### src/rtl/cfgser_pkg.sv
package cfgser_pkg;

    localparam int unsigned BYTE_W = 8;

    typedef enum logic [2:0] {
        ST_IDLE,
        ST_PROG,
        ST_WAIT,
        ST_FETCH,
        ST_SHIFT,
        ST_POST,
        ST_OK,
        ST_ERR
    } seq_state_t;

    typedef enum logic {
        PH_LOW,
        PH_HIGH
    } clk_phase_t;

    // width able to hold values 0..limit
    function automatic int unsigned cnt_width(int unsigned limit);
        return (limit < 2) ? 1 : $clog2(limit + 1);
    endfunction

endpackage

### src/rtl/cfgser_sync2.sv
module cfgser_sync2 #(
    parameter int unsigned W = 1
) (
    input  logic         clk,
    input  logic         rst,
    input  logic [W-1:0] d,
    output logic [W-1:0] q
);
    logic [W-1:0] stage1;
    logic [W-1:0] stage2;

    always_ff @(posedge clk) begin
        if (rst) begin
            stage1 <= '0;
            stage2 <= '0;
        end else begin
            stage1 <= d;
            stage2 <= stage1;
        end
    end

    assign q = stage2;
endmodule

### src/rtl/cfgser_tick.sv
module cfgser_tick #(
    parameter int unsigned HALF = 2
) (
    input  logic clk,
    input  logic rst,
    input  logic run,
    output logic tick
);
    import cfgser_pkg::*;

    localparam int unsigned W = cnt_width(HALF);
    localparam logic [W-1:0] LAST = W'(HALF - 1);

    logic [W-1:0] cnt;

    always_ff @(posedge clk) begin
        if (rst || !run) begin
            cnt <= '0;
        end else if (cnt == LAST) begin
            cnt <= '0;
        end else begin
            cnt <= cnt + 1'b1;
        end
    end

    assign tick = run && (cnt == LAST);
endmodule

### src/rtl/cfgser_shreg.sv
module cfgser_shreg (
    input  logic                         clk,
    input  logic                         rst,
    input  logic                         load,
    input  logic [cfgser_pkg::BYTE_W-1:0] data,
    input  logic                         shift,
    output logic                         msb,
    output logic                         last
);
    import cfgser_pkg::*;

    localparam int unsigned IW = $clog2(BYTE_W);

    logic [BYTE_W-1:0] sreg;
    logic [IW-1:0]     idx;

    always_ff @(posedge clk) begin
        if (rst) begin
            sreg <= '0;
            idx  <= '0;
        end else if (load) begin
            sreg <= data;
            idx  <= '0;
        end else if (shift) begin
            sreg <= {sreg[BYTE_W-2:0], 1'b0};
            idx  <= idx + 1'b1;
        end
    end

    assign msb  = sreg[BYTE_W-1];
    assign last = (idx == IW'(BYTE_W - 1));
endmodule

### src/rtl/cfgser_seq.sv
module cfgser_seq #(
    parameter int unsigned PROG_LOW    = 1200,
    parameter int unsigned CCLK_HALF   = 3,
    parameter int unsigned INIT_POLLS  = 100000,
    parameter int unsigned DONE_PULSES = 100000,
    parameter int unsigned CNT_W       = 24
) (
    input  logic             clk,
    input  logic             rst,
    input  logic             start,
    input  logic [CNT_W-1:0] byte_count,
    input  logic             s_valid,
    input  logic [7:0]       s_data,
    input  logic             s_err,
    output logic             s_ready,
    input  logic             init_pin,
    input  logic             done_pin,
    output logic             prog_n,
    output logic             cclk,
    output logic             din,
    output logic             busy,
    output logic             ok,
    output logic             err
);
    import cfgser_pkg::*;

    localparam int unsigned HOLD_W  = cnt_width(PROG_LOW);
    localparam int unsigned POLL_W  = cnt_width(INIT_POLLS);
    localparam int unsigned PULSE_W = cnt_width(DONE_PULSES);
    localparam logic [HOLD_W-1:0]  HOLD_LAST  = HOLD_W'(PROG_LOW - 1);
    localparam logic [POLL_W-1:0]  POLL_LAST  = POLL_W'(INIT_POLLS - 1);
    localparam logic [PULSE_W-1:0] PULSE_LIM  = PULSE_W'(DONE_PULSES);

    seq_state_t       state;
    clk_phase_t       ph;
    logic             cclk_q;
    logic             prog_q;
    logic [HOLD_W-1:0]  hold_cnt;
    logic [POLL_W-1:0]  poll_cnt;
    logic [PULSE_W-1:0] pulse_cnt;
    logic [CNT_W-1:0]   sent;
    logic [CNT_W-1:0]   nbytes;

    logic init_s, done_s;
    logic tick, sh_msb, sh_last, sh_load, sh_shift;

    cfgser_sync2 #(.W(2)) u_sync (
        .clk (clk),
        .rst (rst),
        .d   ({init_pin, done_pin}),
        .q   ({init_s, done_s})
    );

    cfgser_tick #(.HALF(CCLK_HALF)) u_tick (
        .clk  (clk),
        .rst  (rst),
        .run  ((state == ST_SHIFT) || (state == ST_POST)),
        .tick (tick)
    );

    assign sh_load  = (state == ST_FETCH) && s_valid && !s_err;
    assign sh_shift = (state == ST_SHIFT) && tick && (ph == PH_HIGH);

    cfgser_shreg u_shreg (
        .clk   (clk),
        .rst   (rst),
        .load  (sh_load),
        .data  (s_data),
        .shift (sh_shift),
        .msb   (sh_msb),
        .last  (sh_last)
    );

    always_ff @(posedge clk) begin
        if (rst) begin
            state     <= ST_IDLE;
            ph        <= PH_LOW;
            cclk_q    <= 1'b0;
            prog_q    <= 1'b1;
            hold_cnt  <= '0;
            poll_cnt  <= '0;
            pulse_cnt <= '0;
            sent      <= '0;
            nbytes    <= '0;
        end else begin
            case (state)
                ST_IDLE, ST_OK, ST_ERR: begin
                    if (start) begin
                        state     <= ST_PROG;
                        prog_q    <= 1'b0;
                        hold_cnt  <= '0;
                        poll_cnt  <= '0;
                        pulse_cnt <= '0;
                        sent      <= '0;
                        nbytes    <= byte_count;
                        cclk_q    <= 1'b0;
                        ph        <= PH_LOW;
                    end
                end
                ST_PROG: begin
                    if (hold_cnt == HOLD_LAST) begin
                        prog_q <= 1'b1;
                        state  <= ST_WAIT;
                    end else begin
                        hold_cnt <= hold_cnt + 1'b1;
                    end
                end
                ST_WAIT: begin
                    if (init_s) begin
                        state <= (nbytes == '0) ? ST_POST : ST_FETCH;
                    end else if (poll_cnt == POLL_LAST) begin
                        state <= ST_ERR;
                    end else begin
                        poll_cnt <= poll_cnt + 1'b1;
                    end
                end
                ST_FETCH: begin
                    if (s_valid) begin
                        state <= s_err ? ST_ERR : ST_SHIFT;
                        ph    <= PH_LOW;
                    end
                end
                ST_SHIFT: begin
                    if (tick) begin
                        if (ph == PH_LOW) begin
                            cclk_q <= 1'b1;
                            ph     <= PH_HIGH;
                        end else begin
                            cclk_q <= 1'b0;
                            ph     <= PH_LOW;
                            if (sh_last) begin
                                sent  <= sent + 1'b1;
                                state <= ((sent + CNT_W'(1)) == nbytes) ? ST_POST : ST_FETCH;
                            end
                        end
                    end
                end
                ST_POST: begin
                    if (tick) begin
                        if (ph == PH_LOW) begin
                            if (done_s) begin
                                state <= ST_OK;
                            end else if (pulse_cnt == PULSE_LIM) begin
                                state <= ST_ERR;
                            end else begin
                                cclk_q    <= 1'b1;
                                ph        <= PH_HIGH;
                                pulse_cnt <= pulse_cnt + 1'b1;
                            end
                        end else begin
                            cclk_q <= 1'b0;
                            ph     <= PH_LOW;
                        end
                    end
                end
                default: state <= ST_IDLE;
            endcase
        end
    end

    assign prog_n  = prog_q;
    assign cclk    = cclk_q;
    assign din     = (state == ST_SHIFT) ? sh_msb : 1'b0;
    assign s_ready = (state == ST_FETCH);
    assign ok      = (state == ST_OK);
    assign err     = (state == ST_ERR);
    assign busy    = (state != ST_IDLE) && (state != ST_OK) && (state != ST_ERR);

    assert_pins_quiet_R1: assert property (@(posedge clk) disable iff (rst)
        !busy |-> (prog_n && !cclk && !din && !s_ready));

    assert_no_clk_in_prog_R2: assert property (@(posedge clk) disable iff (rst)
        !prog_n |-> !cclk);

    assert_din_steady_R4: assert property (@(posedge clk) disable iff (rst)
        cclk |-> $stable(din));

    assert_ok_needs_done_R7: assert property (@(posedge clk) disable iff (rst)
        $rose(ok) |-> $past(done_s));

    assert_busy_ends_in_outcome_R9: assert property (@(posedge clk) disable iff (rst)
        $fell(busy) |-> (ok ^ err));
endmodule

### config.mk
export PLATFORM = sky130hd
export DESIGN_NAME = cfgser_seq
export DESIGN_NICKNAME = d
export VERILOG_FILES = /design/src/rtl/cfgser_pkg.sv /design/src/rtl/cfgser_sync2.sv /design/src/rtl/cfgser_tick.sv /design/src/rtl/cfgser_shreg.sv /design/src/rtl/cfgser_seq.sv
export SDC_FILE = /design/constraint.sdc
export NUM_CORES = 1
export LEC_CHECK = 0
export BUFFER_PORTS_ARGS = -buffer_cell sky130_fd_sc_hd__clkbuf_2
export CORE_AREA = 5 5 131 133
export CTS_BUF_LIST = sky130_fd_sc_hd__clkbuf_16
export DETAILED_ROUTE_END_ITERATION = 10
export DIE_AREA = 0 0 136 138
export GPL_TIMING_DRIVEN = 0
export SETUP_SLACK_MARGIN = 0.05
export SLEW_MARGIN = 10
export SYNTH_ARGS = -nofsm -noshare
export SYNTH_HDL_FRONTEND = slang
export SYNTH_SLANG_ARGS = --single-unit
export TNS_END_PERCENT = 10
### constraint.sdc
create_clock -name clk -period 3.8 [get_ports clk]
set_clock_uncertainty 0.2 [all_clocks]
set_input_delay 0.19 -clock clk [delete_from_list [all_inputs] [get_ports clk]]
set_output_delay 0.19 -clock clk [all_outputs]
set_load 0.005 [all_outputs]
; Yosys cells after proc, flatten, opt, wreduce, memory -nomap -nowiden
; Index checks and enable logic that the tools add are counted.
[word_totals]
ff_bits = 116
out_inout_bits = 7
[op_classes]
n_addsub = 6
n_eq_ne = 32
n_mux = 52
n_reduce_logical = 33
[op_table]
columns = operator, n
row1 = 17-bit 2-to-1 mux, 7
row2 = 24-bit 2-to-1 mux, 4
row3 = 17-bit one-hot mux with 2 select lines, 2
row4 = 24-bit one-hot mux with 2 select lines, 1
row5 = 3-bit 2-to-1 mux, 14
row6 = "17-bit by 1-bit adder with 17-bit output, second input constant", 2
row7 = "17-bit equality test, second input constant", 2
row8 = "2-bit inequality test, second input constant", 13
row9 = "24-bit by 1-bit adder with 24-bit output, second input constant", 1
row10 = 24-bit equality test, 1
row11 = 24-bit logical NOT, 1
row12 = 11-bit 2-to-1 mux, 2
row13 = 11-bit one-hot mux with 2 select lines, 1
row14 = 3-bit one-hot mux with 6 select lines, 1
row15 = 8-bit 2-to-1 mux, 2
row16 = "3-bit equality test, second input constant", 5
row17 = 1-bit 2-to-1 mux, 14
row18 = "3-bit inequality test, second input constant", 4
row19 = 6-bit AND reduction, 2
row20 = "11-bit by 1-bit adder with 11-bit output, second input constant", 1
row21 = "11-bit equality test, second input constant", 1
row22 = 10-bit AND reduction, 1
row23 = 5-bit AND reduction, 2
row24 = 2-bit nonzero test, 5
row25 = 22 further kinds, 34

; Longest topological paths before layout
; Gate-level depths: netlist of the first run.
[depth]
depth_word = 7
ltp_mapped = 11

; Hierarchy
; A second synthesis of the first run with hierarchy kept.
[unflattened]
cells_unflattened = 785
area_unflattened_um2 = 6202.2
[by_module_without_submodules]
columns = mod, n_inst, cells_per_inst, area_per_inst_um2
row1 = cfgser_seq, 1, 723, 5506.5
row2 = cfgser_shreg, 1, 47, 496.7
row3 = cfgser_sync2, 1, 8, 105.1
row4 = cfgser_tick, 1, 7, 93.8

; Least setup slack after synthesis of the first run
; Ideal clock, no wire load.
[synth_path]
path_type = flip-flop to flip-flop
from = register sent[1]
to = register state[1]
arrival_time_ns = 2.311
path_slack_ns = 1.169
path_stages_with_launch = 9
path_cell_list = dfxtp_1 > ha_1 > nand3_4 > or4_4 > a2111oi_4 > o2111ai_1 > nor4_2 > nand4_1 > o31a_1
[synth_via]
elab_chain_cells = 7
[synth_lines]
columns = element, line
row1 = start: declaration, cfgser_seq.sv:41  ; logic [CNT_W-1:0] sent;
row2 = start signal: assignment, cfgser_seq.sv:132  ; sent <= sent + 1'b1;
row3 = 24-bit by 1-bit adder with 24-bit output, cfgser_seq.sv:133  ; state <= ((sent + CNT_W'(1)) == nbytes) ? ST_POST : ST_FETCH;
row4 = 24-bit equality test, cfgser_seq.sv:133
row5 = 3-bit 2-to-1 mux, cfgser_seq.sv:133
row6 = 3-bit 2-to-1 mux, cfgser_seq.sv:131  ; if (sh_last) begin
row7 = 3-bit 2-to-1 mux, cfgser_seq.sv:125  ; if (ph == PH_LOW) begin
row8 = 3-bit 2-to-1 mux, cfgser_seq.sv:124  ; if (tick) begin
row9 = 3-bit one-hot mux with 6 select lines, cfgser_seq.sv:86  ; case (state)
row10 = end signal: assignment, cfgser_seq.sv:110  ; state <= (nbytes == '0) ? ST_POST : ST_FETCH;
row11 = end signal: assignment, cfgser_seq.sv:119  ; state <= s_err ? ST_ERR : ST_SHIFT;
row12 = end signal: assignment, cfgser_seq.sv:133
row13 = end: declaration, cfgser_seq.sv:34  ; seq_state_t state;
; Every way passes these cells. The select of a mux whose other input is x is not followed.
; A chain may end at the register's enable or synchronous reset.

; Worst setup path in the final report of the first run
[layout_path]
from = register sent[7]
to = register state[1]
; Same word-level chain as after synthesis.

==> impl_metrics.yaml, run 1 <==
outcome:
  outcome: "completed"
global_route:
  grt_pass1_wl_um: 27600
  grt_start_max_net_pins: 17
  grt_use_total_pct: 18.2
  grt_overflow: 0
  grt_pass1_vias: 5501
  antenna_found_initial: 0
yosys:
  synth_common_cells: "dfxtp_1, nand2_1, a21oi_1, nor2_1, xnor2_1"
  synth-compound-area-share_pct: 17.5
  ys_seq_elements: 116
  synth_top_family_by_area: "simple AND/OR/NAND/NOR gates"
  yosysMostFrequentCell: "dfxtp_1"
  syn-cell-area_um2: 6160
  synthMuxAreaShare_pct: 0.691
  syn_area_per_cell_um2: 8.03
  synthAdderAreaFrac_pct: 1.63
  synth_top_area_share_pct: 37.7
  netlist_instances: 767
  ys.flop_type: "dfxtp_1"
  ys_seq_area_share_pct: 37.7
  synth_async_sr_flop_share_pct: 0
  synth_cell_types: 79
  synth_edf_count: 0
  synthTopCellsByArea: "dfxtp_1, a21oi_1, nand2_1, nor2_1, xnor2_1"
  synthXorXnorAreaFrac_pct: 8.68
  yosys_warnings: 0
  synth-simple-area-share_pct: 29.1
  yosysTopAreaCell: "dfxtp_1"
  synth_fp_nets: 814
timing:
  rsz0062_at_grt: "false"
  setup-tns-final_ns: 0
  worst_pin_slew_ns: 0.701
  timing.final.crit_share_pct: 83.9
  hold_viol: 0
  post-route-min-period_ns: 3.19
  hold_slack_ns: 0.0745
  finalMaxSlewViolations: 0
  timing.slew.headroom_pct: 52.8
  max_freq_mhz: 314
  setup_viol: 0
power_and_ir_drop:
  p_int_mw: 2.46
  power.switching_mw: 1.24
  p_leak_nw: 2.65
  p_clk_share_pct: 37.1
  finalPower_mw: 3.70
  vdd_drop_max_v: 0.000379
  seq_power_share_pct: 38.0
  p_comb_share_pct: 24.9
  power.density_nw_per_um2: 492
  p_sw_share_pct: 33.4
floorplan:
  rows: 46
  core_area_um2: 15700
  die-area_um2: 18800
  io_pins: 46
  fp.dieW_um: 136
  dieHeight_um: 138
  initial_core_util_pct: 39.2
setup_path:
  worstPathCellList: "nand4_1, nor4_1, nand3_1, xnor2_1, a2111oi_1, nand4_1, o31a_1"
  crit_top_cell: "nand4_1"
  critical_path_required_ns: 3.91
  worstPathMaxFanout: 7
  crit_arrival_ns: 3.30
  path_class: "flop to flop"
  start_kind: "flop"
  cpPeakStageDelay_ns: 0.71
  slowest_stage: "nor4_1"
  critPathCaptureType: "flop"
drt:
  antenna_left: 0
  route.detailed.drc: 0
  drtIter0Drc: 535
  dr.pass1.iters: 5
  wl_per_cell_um: 15.2
  vias: 5802
  vias_per_cell: 5.30
  detail_route.wirelength_um: 16600
clocking:
  cts_made_buffers: 17
  clock_path_buffers: 2
  h-tree-depth: 4
  cts.sink_count: 116
  cts.repair.resized: 0
  post_cts_buffers: 0
  cts_root_buffer: "clkbuf_16"
  clock_latency_ns: 0.42
  cts_tree: "yes"
  path_clk_slew_ns: 0.06
min_path:
  worstHoldPathType: "input port to flop"
cells_and_area:
  stdcell_area_um2: 7500
  drive_gt1_share_pct: 12.4
  antenna_cells: 0
  final_nets: 913
  finalNonFillerCells: 1094
  syn2layout_area_growth_pct: 21.9
placement:
  dpl.hpwl_um: 11700
  postPlaceCellArea_um2: 6650
  placed_cells: 1028
  numPortBuffers: 45
  gp_congestion: 0.882
job:
  maxCapViolCount: 0
-- power by group through the flow --
stage | clock network (mW) | registers [mW] | logic, mW
2_1_floorplan | 0 | 1.39 | 0.642
3_3_place_gp | 0 | 1.43 | 0.892
6_report | 1.37 | 1.40 | 0.921
5_1_grt | 1.46 | 1.41 | 1.03
3_5_place_dp | 0 | 1.43 | 0.890
4_1_cts | 1.40 | 1.40 | 0.923
-- through the flow --
stage	setup WS (ns)	util (%)
after CTS	0.639	47.8
after detailed placement	0.647	42.3
after global routing	0.239	47.8
final	0.612	47.8
after global placement	0.582	42.3
after floorplan	1.17	-
-- per-layer routing --
layer  global-route usage (%)  routed length (µm)  up-vias
met3                     4.35                 690       35
met1                     22.9                7580     2693
li1                         -                   -     2948
met4                     6.42                 392        0
met5                        0                   0        -
met2                     30.1                7970      126
-- final timing paths --
| path | from | to | slack (ns) | cells after the start |
|---|---|---|---|---|
| min reg2reg | u_tick.cnt[0] | u_tick.cnt[0] | 0.23 | 1 |
| min | s_err | u_shreg.sreg[1] | 0.07 | 4 |
| max | sent[7] | state[1] | 0.61 | 7 |
| max reg2reg | sent[7] | state[1] | 0.61 | 7 |
-- worst max-delay path: cells and delay by family (launching register included) --
| family | cells | cell delay (ns) |
|---|---|---|
| AOI/OAI and AO/OA | 2 | 0.69 |
| xor gates and xnor gates | 1 | 0.19 |
| DFF | 1 | 0.47 |
| and+or+nand+nor | 4 | 1.52 |
-- logic make-up after synthesis --
family / Yosys count
XOR/XNOR: 61
buffers and inverters: 61
AO/OA/AOI/OAI: 172
flip-flops: 116
multiplexers: 4
AND/OR/NAND/NOR: 345
adder cells (fa/ha/maj): 8
-- placed cells by master (no fill, tap or decap), types with 5 or more instances in the layout --
master / count
o21ai_0: 31
a21oi_1: 83
a211oi_1: 5
a22oi_1: 11
nand3_1: 21
nor4_1: 15
nand2_1: 95
xnor2_1: 34
nor2_1: 80
inv_1: 18
nand3b_1: 6
and3_1: 14
clkbuf_1: 30
nor2b_1: 6
dfxtp_1: 116
nor3_1: 16
dlygate4sd3_1: 35
clkbuf_2: 45
and2_1: 7
ha_1: 8
xor2_1: 27
or3_1: 15
a31oi_1: 8
nand4_1: 28
clkbuf_16: 17
-- flip-flops by register name, indices dropped and copies added, names as in the netlist --
name and flops:
u_tick.cnt 2, u_sync.stage1 2, u_shreg.sreg 8, state 3, poll_cnt 17, sent 24, pulse_cnt 17, prog_n 1
ph 1, u_sync.q 2, u_shreg.idx 3, hold_cnt 11, nbytes 24, cclk 1
-- cell type report --
type	count	area (µm²)
sequential	116	2320
inverter	16	60.1
buffer	45	229
clock buffer	17	425
fill	1537	8210
multi-input combinational	590	3550
clock inverter	14	76.3
timing repair buffer	80	576
tap	216	270
-- repair_timing --
action	4_1_cts	5_1_grt
hold endpoints to repair	35	0
hold buffers	35	0
endpoints found under the setup margin	0	0
Power figures use the tool's default switching activity.
==> inputs of run 2 (changes only) <==
- clock period: 3.8 -> 3.1 ns (I/O delays scaled with it)
==> impl_metrics.yaml, run 2 (synthesis results as in run 1) <==
cells_and_area:
  final_nets: 925
  stdcell_area_um2: 7650
  antenna_cells: 0
  finalNonFillerCells: 1106
  layout_commonest_cell: "dfxtp_1"
  syn2layout_area_growth_pct: 24.2
  multi_input_area_um2: 3580
  drive_gt1_share_pct: 13.5
  layout_common_cells: "dfxtp_1, nand2_1, a21oi_1"
  nFillCells: 1525
  largestRegisters: "nbytes (24), sent (24)"
  seqCellArea_um2: 2320
drt:
  dr.pass1.iters: 5
  topRoutingLayerUsed: "met4"
  wl_met2_um: 8050
  antenna_left: 0
  route.met3.wl_um: 599
  wl_per_cell_um: 15.2
  vias: 5868
  detail_route.wirelength_um: 16800
  vias_per_cell: 5.31
  route.detailed.drc: 0
  drtIter0Drc: 548
  wl_met1_um: 7800
setup_path:
  start_kind: "flop"
  worstPathMaxFanout: 6
  critPathCaptureType: "flop"
  critical_path_required_ns: 3.21
  crit_arrival_ns: 3.10
  path_class: "flop to flop"
power_and_ir_drop:
  power.density_nw_per_um2: 594
  vdd_drop_max_v: 0.000465
  p_leak_nw: 2.74
global_route:
  antenna_found_initial: 0
  grt_use_total_pct: 18.2
  grt_pass1_wl_um: 27800
  grt_overflow: 0
  grt_start_max_net_pins: 17
  grt_pass1_vias: 5537
timing:
  timing.slew.headroom_pct: 54.9
  max_freq_mhz: 334
  post-route-min-period_ns: 2.99
  timing.final.crit_share_pct: 96.5
  rsz0062_at_grt: "true"
  worst_pin_slew_ns: 0.677
  hold_viol: 0
  finalMaxSlewViolations: 0
  setup-tns-final_ns: 0
  setup_viol: 0
min_path:
  worstHoldPathType: "input port to flop"
floorplan:
  fp.dieW_um: 136
  die-area_um2: 18800
  rows: 46
  io_pins: 46
  core_area_um2: 15700
  initial_core_util_pct: 39.2
  dieHeight_um: 138
clocking:
  cts_tree: "yes"
  path_clk_slew_ns: 0.06
  cts_made_buffers: 17
  clock_path_buffers: 2
  h-tree-depth: 4
  cts.sink_count: 116
  clock_latency_ns: 0.42
  cts_root_buffer: "clkbuf_16"
placement:
  numPortBuffers: 45
  placed_cells: 1028
  postPlaceCellArea_um2: 6650
  dpl.hpwl_um: 11700
  gp_congestion: 0.882
outcome:
  outcome: "completed"
job:
  maxCapViolCount: 0
[run 2: changes by cell type in the layout (fill, tap and decap cells not counted), sizes merged]
cell         previous run  this run
buf                    12        18
dlygate4sd3            35        41
[run 2: critical path, cell delays in order (launching register included)]
cell	delay (ns)
dfxtp_1	0.45
nand4_1	0.32
buf_4	0.25
nor4_4	0.36
buf_4	0.21
nand4_1	0.17
xnor2_1	0.21
nor4_2	0.23
nand4_1	0.21
o31a_1	0.28
[run 2: repair_timing]
item	CTS	global route
hold buffers	41	0
pin swaps	0	5
resized for setup	2	6
endpoints found under the hold margin	39	0
endpoints found under the setup margin	2	26
setup buffers	0	6
cloned	0	0
[run 2: area by class of cell]
class | instances | area share [%]
clock inverter | 14 | 0.998
clock buffer | 17 | 5.56
inverter | 16 | 0.785
multi-input combinational | 590 | 46.8
buffer | 45 | 2.99
tap | 216 | 3.53
sequential | 116 | 30.4
timing repair buffer | 92 | 8.90
[run 2: metal layers]
metal | global-route usage (%) | vias up
met5 | 0 | -
met4 | 6.42 | 0
met3 | 4.35 | 37
met2 | 30.3 | 105
met1 | 23.0 | 2754
li1 | - | 2972
[run 2: path summary, 6_finish.rpt]
kind | startpoint | endpoint | slack [ns] | cells past startpoint
min reg2reg | u_tick.cnt[0] | u_tick.cnt[0] | 0.23 | 1
max | sent[11] | state[1] | 0.11 | 9
min | s_valid | ph | 0.06 | 6
max reg2reg | sent[11] | state[1] | 0.11 | 9
[run 2: stage by stage]
stage / worst slack [ns] / hold WS, ns / utilization [%] / power (mW)
floorplan: 0.469 / 0.0832 / - / 2.49
global placement: -0.118 / 0.166 / 42.3 / 2.85
detailed placement: -0.0530 / 0.175 / 42.3 / 2.84
CTS: 0.0883 / 0.0506 / 48.2 / 4.57
global route: -0.0106 / 0.121 / 48.7 / 4.79
finish: 0.108 / 0.0637 / 48.7 / 4.54
[run 2: power breakdown]
group	total (mW)	internal [mW]	leakage, nW	switching (mW)
clock	1.68	0.989	0.248	0.695
combinational	1.14	0.430	1.55	0.705
sequential	1.72	1.60	0.941	0.123
total	4.54	3.02	2.74	1.52
